`src/rtl/brg_pkg.sv`:
```
package brg_pkg;

    localparam int TC_W         = 16;
    localparam int BYTE_W       = 8;
    localparam int NUM_TC_BYTES = TC_W / BYTE_W;
    localparam int ADDR_W       = 2;
    localparam int SYNC_STAGES  = 2;
    localparam int CMD_W        = 3;
    localparam int NUM_CMDS     = 1 << CMD_W;
    localparam int CLK_LANES    = 2;

    typedef logic [TC_W-1:0]   tc_t;
    typedef logic [BYTE_W-1:0] byte_t;

    typedef enum logic [CMD_W-1:0] {
        CMD_NOP           = 3'd0,
        CMD_SEARCH        = 3'd1,
        CMD_CLR_MISSING   = 3'd2,
        CMD_RECOVERY_OFF  = 3'd3,
        CMD_REC_FROM_GEN  = 3'd4,
        CMD_REC_FROM_PIN  = 3'd5,
        CMD_LINE_FM       = 3'd6,
        CMD_LINE_NRZI     = 3'd7
    } rec_cmd_e;

    // Control byte, MSB first: bit 0 is the run enable.
    typedef struct packed {
        rec_cmd_e cmd;
        logic     loopback;
        logic     echo;
        logic     req_fn;
        logic     src_sys;
        logic     enable;
    } ctrl_t;

    localparam logic [ADDR_W-1:0] CTRL_ADDR = ADDR_W'(NUM_TC_BYTES);

    function automatic logic [NUM_CMDS-1:0] cmd_onehot(rec_cmd_e c);
        return NUM_CMDS'(1) << c;
    endfunction

endpackage

```
`src/rtl/brg_regs.sv`:
```
module brg_regs
    import brg_pkg::*;
#(
    parameter int P_TC_W   = TC_W,
    parameter int P_BYTE_W = BYTE_W,
    parameter int P_ADDR_W = ADDR_W,
    parameter int P_CMDS   = NUM_CMDS
) (
    input  logic                clk,
    input  logic                rst,
    input  logic                wr_en,
    input  logic [P_ADDR_W-1:0] wr_addr,
    input  logic [P_BYTE_W-1:0] wr_data,
    input  logic [P_ADDR_W-1:0] rd_addr,
    output logic [P_BYTE_W-1:0] rd_data,
    output logic [P_TC_W-1:0]   tc,
    output logic                run,
    output logic                src_sys,
    output logic                start_evt,
    output logic                stop_evt,
    output logic [P_CMDS-1:0]   cmd_strobe
);

    localparam int NB = P_TC_W / P_BYTE_W;

    logic [P_BYTE_W-1:0] tc_bytes [NB];
    ctrl_t ctrl_q;
    ctrl_t ctrl_new;
    logic  ctrl_wr;

    genvar b;
    generate
        for (b = 0; b < NB; b++) begin : g_tc_byte
            always_ff @(posedge clk) begin
                if (rst) begin
                    tc_bytes[b] <= '0;
                end else if (wr_en && wr_addr == P_ADDR_W'(b)) begin
                    tc_bytes[b] <= wr_data;
                end
            end
            assign tc[b*P_BYTE_W +: P_BYTE_W] = tc_bytes[b];
        end
    endgenerate

    assign ctrl_wr  = wr_en && (wr_addr == CTRL_ADDR);
    assign ctrl_new = ctrl_t'(wr_data);

    // Enable transitions are taken from the write itself.
    assign start_evt = ctrl_wr && ctrl_new.enable && !ctrl_q.enable;
    assign stop_evt  = ctrl_wr && !ctrl_new.enable && ctrl_q.enable;

    always_ff @(posedge clk) begin
        if (rst) begin
            ctrl_q     <= '0;
            cmd_strobe <= '0;
        end else begin
            if (ctrl_wr) begin
                ctrl_q <= ctrl_new;
            end
            cmd_strobe <= ctrl_wr ? cmd_onehot(ctrl_new.cmd) : '0;
        end
    end

    assign run     = ctrl_q.enable;
    assign src_sys = ctrl_q.src_sys;

    always_comb begin
        rd_data = '0;
        for (int i = 0; i < NB; i++) begin
            if (rd_addr == P_ADDR_W'(i)) begin
                rd_data = tc_bytes[i];
            end
        end
        if (rd_addr == CTRL_ADDR) begin
            rd_data = ctrl_q;
        end
    end

endmodule

```
`src/rtl/brg_tick_src.sv`:
```
module brg_tick_src
    import brg_pkg::*;
#(
    parameter int P_SYNC = SYNC_STAGES
) (
    input  logic clk,
    input  logic rst,
    input  logic ext_clk,
    input  logic src_sys,
    output logic tick
);

    // P_SYNC synchroniser stages plus one history stage for edge detect.
    logic [P_SYNC:0] shift_q;
    logic            pin_rise;

    always_ff @(posedge clk) begin
        if (rst) begin
            shift_q <= '0;
        end else begin
            shift_q <= {shift_q[P_SYNC-1:0], ext_clk};
        end
    end

    assign pin_rise = shift_q[P_SYNC-1] & ~shift_q[P_SYNC];
    assign tick     = src_sys ? 1'b1 : pin_rise;

endmodule

```
`src/rtl/brg_counter.sv`:
```
module brg_counter
    import brg_pkg::*;
#(
    parameter int P_TC_W = TC_W
) (
    input  logic              clk,
    input  logic              rst,
    input  logic              run,
    input  logic              start_evt,
    input  logic              stop_evt,
    input  logic              tick,
    input  logic [P_TC_W-1:0] tc,
    output logic [P_TC_W-1:0] cnt,
    output logic              gen_clk
);

    always_ff @(posedge clk) begin
        if (rst) begin
            cnt     <= '0;
            gen_clk <= 1'b0;
        end else if (stop_evt) begin
            cnt     <= '0;
            gen_clk <= 1'b0;
        end else if (start_evt) begin
            cnt <= tc;
        end else if (run && tick) begin
            if (cnt == '0) begin
                cnt     <= tc;
                gen_clk <= ~gen_clk;
            end else begin
                cnt <= cnt - P_TC_W'(1);
            end
        end
    end

endmodule

```
`src/rtl/brg_route.sv`:
```
module brg_route
    import brg_pkg::*;
#(
    parameter int P_LANES = CLK_LANES
) (
    input  logic               gen_clk,
    input  logic [P_LANES-1:0] pin_clk,
    input  logic [P_LANES-1:0] use_gen,
    output logic [P_LANES-1:0] lane_clk
);

    genvar l;
    generate
        for (l = 0; l < P_LANES; l++) begin : g_lane
            assign lane_clk[l] = use_gen[l] ? gen_clk : pin_clk[l];
        end
    endgenerate

endmodule

```
`src/rtl/baud_clock_gen.sv`:
```
module baud_clock_gen
    import brg_pkg::*;
#(
    parameter int P_TC_W   = TC_W,
    parameter int P_BYTE_W = BYTE_W,
    parameter int P_ADDR_W = ADDR_W,
    parameter int P_SYNC   = SYNC_STAGES,
    parameter int P_CMDS   = NUM_CMDS
) (
    input  logic                clk,
    input  logic                rst,
    input  logic                wr_en,
    input  logic [P_ADDR_W-1:0] wr_addr,
    input  logic [P_BYTE_W-1:0] wr_data,
    input  logic [P_ADDR_W-1:0] rd_addr,
    output logic [P_BYTE_W-1:0] rd_data,
    input  logic                ext_clk,
    input  logic                tx_pin_clk,
    input  logic                rx_pin_clk,
    input  logic                tx_use_gen,
    input  logic                rx_use_gen,
    output logic                gen_clk,
    output logic                tx_clk,
    output logic                rx_clk,
    output logic [P_CMDS-1:0]   cmd_strobe
);

    logic [P_TC_W-1:0] tc_val;
    logic [P_TC_W-1:0] cnt_val;
    logic              run;
    logic              src_sys;
    logic              start_evt;
    logic              stop_evt;
    logic              tick;
    logic [1:0]        lanes;

    brg_regs #(
        .P_TC_W  (P_TC_W),
        .P_BYTE_W(P_BYTE_W),
        .P_ADDR_W(P_ADDR_W),
        .P_CMDS  (P_CMDS)
    ) u_regs (
        .clk       (clk),
        .rst       (rst),
        .wr_en     (wr_en),
        .wr_addr   (wr_addr),
        .wr_data   (wr_data),
        .rd_addr   (rd_addr),
        .rd_data   (rd_data),
        .tc        (tc_val),
        .run       (run),
        .src_sys   (src_sys),
        .start_evt (start_evt),
        .stop_evt  (stop_evt),
        .cmd_strobe(cmd_strobe)
    );

    brg_tick_src #(
        .P_SYNC(P_SYNC)
    ) u_tick (
        .clk    (clk),
        .rst    (rst),
        .ext_clk(ext_clk),
        .src_sys(src_sys),
        .tick   (tick)
    );

    brg_counter #(
        .P_TC_W(P_TC_W)
    ) u_cnt (
        .clk      (clk),
        .rst      (rst),
        .run      (run),
        .start_evt(start_evt),
        .stop_evt (stop_evt),
        .tick     (tick),
        .tc       (tc_val),
        .cnt      (cnt_val),
        .gen_clk  (gen_clk)
    );

    brg_route #(
        .P_LANES(2)
    ) u_route (
        .gen_clk (gen_clk),
        .pin_clk ({rx_pin_clk, tx_pin_clk}),
        .use_gen ({rx_use_gen, tx_use_gen}),
        .lane_clk(lanes)
    );

    assign tx_clk = lanes[0];
    assign rx_clk = lanes[1];

endmodule

```
`config.mk`:
```
export PLATFORM = sky130hd
export DESIGN_NAME = baud_clock_gen
export DESIGN_NICKNAME = d
export VERILOG_FILES = /design/src/rtl/brg_pkg.sv /design/src/rtl/brg_regs.sv /design/src/rtl/brg_tick_src.sv /design/src/rtl/brg_counter.sv /design/src/rtl/brg_route.sv /design/src/rtl/baud_clock_gen.sv
export SDC_FILE = /design/constraint.sdc
export NUM_CORES = 1
export LEC_CHECK = 0
export BUFFER_PORTS_ARGS = -buffer_cell sky130_fd_sc_hd__buf_2
export CAP_MARGIN = 15
export CORE_MARGIN = 2
export CORE_UTILIZATION = 30
export CTS_CLUSTER_DIAMETER = 120
export DETAILED_ROUTE_END_ITERATION = 12
export PLACE_DENSITY = 0.45
export SLEW_MARGIN = 0
export SYNTH_ARGS = -nofsm -noshare
export SYNTH_HDL_FRONTEND = slang
export SYNTH_HIERARCHICAL = 1
export SYNTH_SLANG_ARGS = --single-unit
```
`constraint.sdc`:
```
create_clock -name clk -period 2.64 [get_ports clk]
set_input_delay 0.132 -clock clk [delete_from_list [all_inputs] [get_ports clk]]
set_output_delay 0.132 -clock clk [all_outputs]
set_load 0.01 [all_outputs]
```
==> results of run 1 <==
==> cells in the mapped netlist, types with 3 or more instances <==
library cell,instances
dfxtp_1,36
a21oi_1,17
mux2i_1,17
nor2_1,17
and2_1,16
edfxtp_1,16
nand2b_1,16
o21ai_0,16
nand2_1,15
nor3_1,11
inv_1,10
nor4_1,8
o2bb2ai_1,8
buf_2,7
a31oi_1,6
clkbuf_1,5
a21o_1,4
nor2b_1,4
buf_6,3
nand4_1,3
==> per-stage QoR <==
| stage | setup slack, ns | area (um2) |
|---|---|---|
| 2_1_floorplan | 0.679 | 2700 |
| 3_3_place_gp | 0.511 | 2990 |
| 4_1_cts | 0.449 | 3080 |
| 6_report | 0.440 | 3080 |
| 5_1_grt | 0.242 | 3080 |
| 3_5_place_dp | 0.461 | 2990 |
==> registers in the layout, summed over array words and instances (netlist names) <==
signal and count:
u_cnt/cnt 16, u_cnt/gen_clk 1, u_regs/cmd_strobe 8, u_regs/ctrl_q 6, u_regs/run 1, u_regs/src_sys 1, u_regs/tc_bytes 16, u_tick/shift_q 3
==> worst max-delay path by stage <==
stage                             from            end  slack (ns)  cells past startpoint
final                     u_cnt/cnt[0]   u_cnt/cnt[5]        0.44                      7
after global routing      u_cnt/cnt[0]   u_cnt/cnt[5]        0.24                      7
after CTS                 u_cnt/cnt[0]  u_cnt/gen_clk        0.45                      7
after detailed placement  u_cnt/cnt[0]  u_cnt/gen_clk        0.46                      7
after global placement    u_cnt/cnt[0]  u_cnt/gen_clk        0.51                      7
after floorplan           u_cnt/cnt[0]   u_cnt/cnt[9]        0.68                      5
==> routing by layer <==
metal | global-route usage, % | vias up
met5 | 0 | -
met4 | 4.43 | 0
met3 | 2.27 | 6
met2 | 24.0 | 55
met1 | 18.9 | 1049
li1 | - | 1096
==> power groups by stage <==
stage	registers, W	clock network [W]	logic, W
finish	0.000893	0.000488	0.000372
global route	0.000899	0.000539	0.000413
CTS	0.000893	0.000511	0.000374
detailed placement	0.000911	0	0.000373
global placement	0.000913	0	0.000373
floorplan	0.000898	0	0.000258
==> worst max-delay path: stages (launching register included) <==
cell and delay [ns]:
dfxtp_1 0.36, inv_1 0.09, ha_1 0.14, nor4b_1 0.41, nand4_1 0.53, mux2i_1 0.30, a2bb2oi_1 0.18, a21oi_1 0.09
==> logic make-up after synthesis <==
| family | after synthesis |
|---|---|
| compound gates | 65 |
| xor+xnor | 1 |
| fa+ha+maj | 2 |
| buf+inv | 26 |
| flops | 52 |
| mux | 19 |
| simple gates | 114 |
==> cell type report <==
type	count	area, um2	share of cell area [%]
well taps	108	135	4.38
clock buffers	5	68.8	2.23
clock inverters	3	25.0	0.812
multi-input cells	201	1370	44.5
inverters	10	37.5	1.22
repair buffers	45	243	7.87
flip-flops and latches	52	1200	39.0
==> impl_metrics.tcl, run 1 <==
set metrics [dict create \
    antenna_found_initial 0 \
    synth_edf_count 16 \
    r2r-end "u_cnt/cnt[5]" \
    first_global_vias 2142 \
    pin_count 39 \
    numCtsBuffers 5 \
    grt_pass1_wl_um 11100 \
    ir_drop_mv 0.257 \
    die_area_mm2 0.00978 \
    powerDensity_mw_per_mm2 569 \
    dr_wl_met3_um 273 \
    start_util_pct 31.0 \
    hold_end "u_tick/shift_q[0]" \
    worst_pin_slew_ns 0.615 \
    syn_nets 301 \
    hold_viol_final 0 \
    cts-resized-gates 0 \
    synth_compound_area_share_pct 16.5 \
    synthAdderAreaFrac_pct 0.926 \
    wire_per_inst_um 16.1 \
    final_core_util_pct 35.4 \
    clkSlewWorstSetupHoldPaths_ns 0.10 \
    synth_simple_gate_area_share_pct 25.8 \
    dpl.hpwl_um 5020 \
    initialDrtViolationCount 103 \
    crit_fanout 10 \
    clk_latency_ns 0.31 \
    die_h_um 98.9 \
    synth_top_family_by_area "simple AND/OR/NAND/NOR gates" \
    setup_tns_ns 0 \
    sw_frac_of_total_pct 31.4 \
    fillers 892 \
    final-instance-count-excl-fill 424 \
    nets 337 \
    critPathCaptureType "flip-flop" \
    overflow 0 \
    maxCapViolations 0 \
    skew_ns 0.0107 \
    cts_tree "built" \
    synth_cell_types 54 \
    die_w_um 98.9 \
    portBuffers 38 \
    avgViaCountPerCell 5.20 \
    post-route-min-period_ns 2.20 \
    max_freq_mhz 455 \
    dr_wl_met2_um 3210 \
    syn2layout_area_growth_pct 14.1 \
    critPathKind "reg -> reg" \
    grt_max_degree 26 \
    reg2reg_slack_ns 0.44 \
    muxShareOfSynthArea_pct 7.27 \
    rows 34 \
    min_from "ext_clk" \
    cts_setup_buffers 0 \
    cp-start-kind "flip-flop" \
    drive_above_1_share_pct 21.2 \
    ys_top_cells_by_area "dfxtp_1 27%, edfxtp_1 18%, mux2i_1 6.3%" \
    synth_area_per_cell_um2 9.69 \
    status "completed" \
    synth_flop_cell "dfxtp_1" \
    drt-met1-wl_um 3280 \
    hold_path.class "in -> reg" \
    gp_congestion 0.852 \
    drc 0 \
    rsz0062_at_grt "false" \
    clock-sinks 52 \
    syn_inst 279 \
    final_common_cell "buf_2" \
    p_int_w 0.00120 \
    slew_headroom_pct 58.9 \
    power_frac_seq_pct 50.9 \
    arrival_ns 2.39 \
    cts_root_buf "clkbuf_8" \
    routed_wl_um 6830 \
    required_ns 2.83 \
    vias 2206 \
    core-area_mm2 0.00872 \
    synth_xor_area_share_pct 0.324 \
    firstDrtPassIters 4 \
    cellLeakagePower_nw 1.20 \
    hold_buffers 0 \
    slew_viol_final 0 \
    combPwrFrac_pct 21.2 \
    reg2reg_from "u_cnt/cnt[0]" \
    setup_viol 0 \
    final.period_utilization_pct 83.3 \
    grt_usage_pct 14.3 \
    clockPowerShare_pct 27.8 \
    power_w 0.00175 \
    yosys_warnings 6 \
    hold_ws_ns 0.0296 \
    h-tree-depth 2 \
    top_layer_used "met4" \
    whs_path_depth 2 \
    r2r_cells 7 \
    cts.path.max_buffers 2 \
    ys_ff_latch 52 \
    most-common-layout-cells "38 x buf_2, 36 x dfxtp_1, 17 x a21oi_1, 17 x nor2_1, 17 x mux2i_1" \
    ys_seq_area_share_pct 44.4 \
    synth_top_area_cell "dfxtp_1" \
    n_antenna_cell 0 \
    post-synth-top-area-fraction_pct 26.7 \
    async_flop_share_pct 0 \
    p_switching_w 0.000551 \
    placedCellCount 416 \
    ant_nets 0 \
    syn_area_mm2 0.00270 \
]
Power figures use the tool's default switching activity.
==> inputs of run 2 (changes only) <==
--- a/config.mk
+++ b/config.mk
@@ -11,7 +11,7 @@
 export CORE_UTILIZATION = 30
 export CTS_CLUSTER_DIAMETER = 120
 export DETAILED_ROUTE_END_ITERATION = 12
-export PLACE_DENSITY = 0.45
+export PLACE_DENSITY = 0.47
 export SLEW_MARGIN = 0
 export SYNTH_ARGS = -nofsm -noshare
 export SYNTH_HDL_FRONTEND = slang
==> constraint.sdc (replaced) <==
create_clock -name clk -period 1.96 [get_ports clk]
set_input_delay 0.098 -clock clk [delete_from_list [all_inputs] [get_ports clk]]
set_output_delay 0.098 -clock clk [all_outputs]
set_load 0.01 [all_outputs]
==> impl_metrics.tcl, run 2 (same netlist as run 1, synthesis figures left out) <==
set metrics [dict create \
    slew_headroom_pct 58.9 \
    slew_viol_final 0 \
    setup_ws_ns 0.00675 \
    grt_usage_pct 14.8 \
    cts_root_buf "clkbuf_8" \
    core-area_mm2 0.00872 \
    reg2reg_slack_ns 0.007 \
    cellLeakagePower_nw 1.35 \
    critPathCaptureType "flip-flop" \
    ant_nets 0 \
    post-route-min-period_ns 1.95 \
    n_antenna_cell 0 \
    ir_drop_mv 0.287 \
    first_global_vias 2248 \
    drive_above_1_share_pct 29.2 \
    rows 34 \
    most-common-layout-cells "38 x buf_2, 34 x dfxtp_1, 33 x buf_4" \
    pre_cts_slack_ns 0.0120 \
    placed_cell_area_mm2 0.00318 \
    crit_fanout 2 \
    syn2layout_area_growth_pct 23.2 \
    h-tree-depth 2 \
    vias 2290 \
    rsz0062_at_grt "true" \
    max_freq_mhz 512 \
    die_h_um 98.9 \
    grt_max_degree 20 \
    clock-sinks 52 \
    status "completed" \
    maxCapViolations 0 \
    final_common_cell "buf_2" \
    cts_tree "built" \
    required_ns 2.16 \
    overflow 0 \
    avgViaCountPerCell 5.08 \
    cp-start-kind "flip-flop" \
    skew_ns 0.00943 \
    clk_latency_ns 0.32 \
    largestRegisters "u_cnt/cnt: 16 flops, u_regs/tc_bytes: 16 flops, u_regs/cmd_strobe: 8 flops" \
    grt_pass1_wl_um 11600 \
    hold_ws_ns 0.0448 \
    gp_congestion 0.855 \
    initialDrtViolationCount 94 \
    dpl.hpwl_um 5340 \
    drc 0 \
    final.period_utilization_pct 99.7 \
    firstDrtPassIters 4 \
    pin_count 39 \
    start_util_pct 31.0 \
    die_w_um 98.9 \
    antenna_found_initial 0 \
    portBuffers 38 \
    nets 364 \
    worst_pin_slew_ns 0.616 \
    wire_per_inst_um 15.5 \
    clkSlewWorstSetupHoldPaths_ns 0.11 \
    fin_area_mm2 0.00333 \
    cts.path.max_buffers 2 \
    routed_wl_um 6990 \
    critPathKind "reg -> reg" \
    arrival_ns 2.16 \
    hold_path.class "in -> reg" \
    powerDensity_mw_per_mm2 752 \
    die_area_mm2 0.00978 \
    numCtsBuffers 5 \
    hold_viol_final 0 \
    setup_viol 0 \
]
-- run 2: power by group --
part	switching (W)	internal [W]
Sequential	0.0000397	0.00116
Combinational	0.000326	0.000291
Clock	0.000418	0.000270
Total	0.000785	0.00172
-- run 2: path summary, 6_finish.rpt --
check,end,startpoint,depth (start not counted)
worst max-delay path,u_cnt/cnt[9],u_cnt/cnt[2],5
worst min-delay path,u_regs/cmd_strobe[1],wr_data[7],2
worst max register to register,u_cnt/cnt[9],u_cnt/cnt[2],5
worst min register to register,u_tick/shift_q[1],u_tick/shift_q[0],1
-- run 2: stage by stage --
step                      utilization [%]  setup TNS (ns)  std cells  power, W
after floorplan                         -               0        279   0.00156
after global placement               36.5               0        441   0.00183
after detailed placement             36.5               0        441   0.00182
after CTS                            37.8               0        450   0.00251
after global routing                 38.2         -0.0550        451   0.00263
final                                38.2               0        451   0.00250
-- run 2: cell type report --
cell class	instances	area [um2]
Clock buffer	5	68.8
Clock inverter	3	33.8
Fill cell	893	5390
Inverter	10	37.5
Multi-Input combinational cell	201	1400
Sequential cell	52	1200
Tap cell	108	135
Timing Repair Buffer	72	448
-- run 2: repair_timing --
item                                    CTS  global route
endpoints found under the hold margin     1             0
endpoints found under the setup margin    0            14
buffers inserted                          0             1
resized for setup                         0             6
hold buffers                              1             0
-- run 2: critical path: stages, from the launching register on --
cell	delay, ns
dfxtp_1	0.33
or4_4	0.53
or2_4	0.24
or4_4	0.42
a221oi_2	0.27
nor2_1	0.06
-- run 2: per-layer routing --
layer  part of all wire (%)  track usage [%]  vias up
met1                     47             19.3     1093
met5                      0                0        -
met3                    3.8             2.41        6
li1                       -                -     1148
met2                     48             25.3       43
met4                    1.1             3.90        0
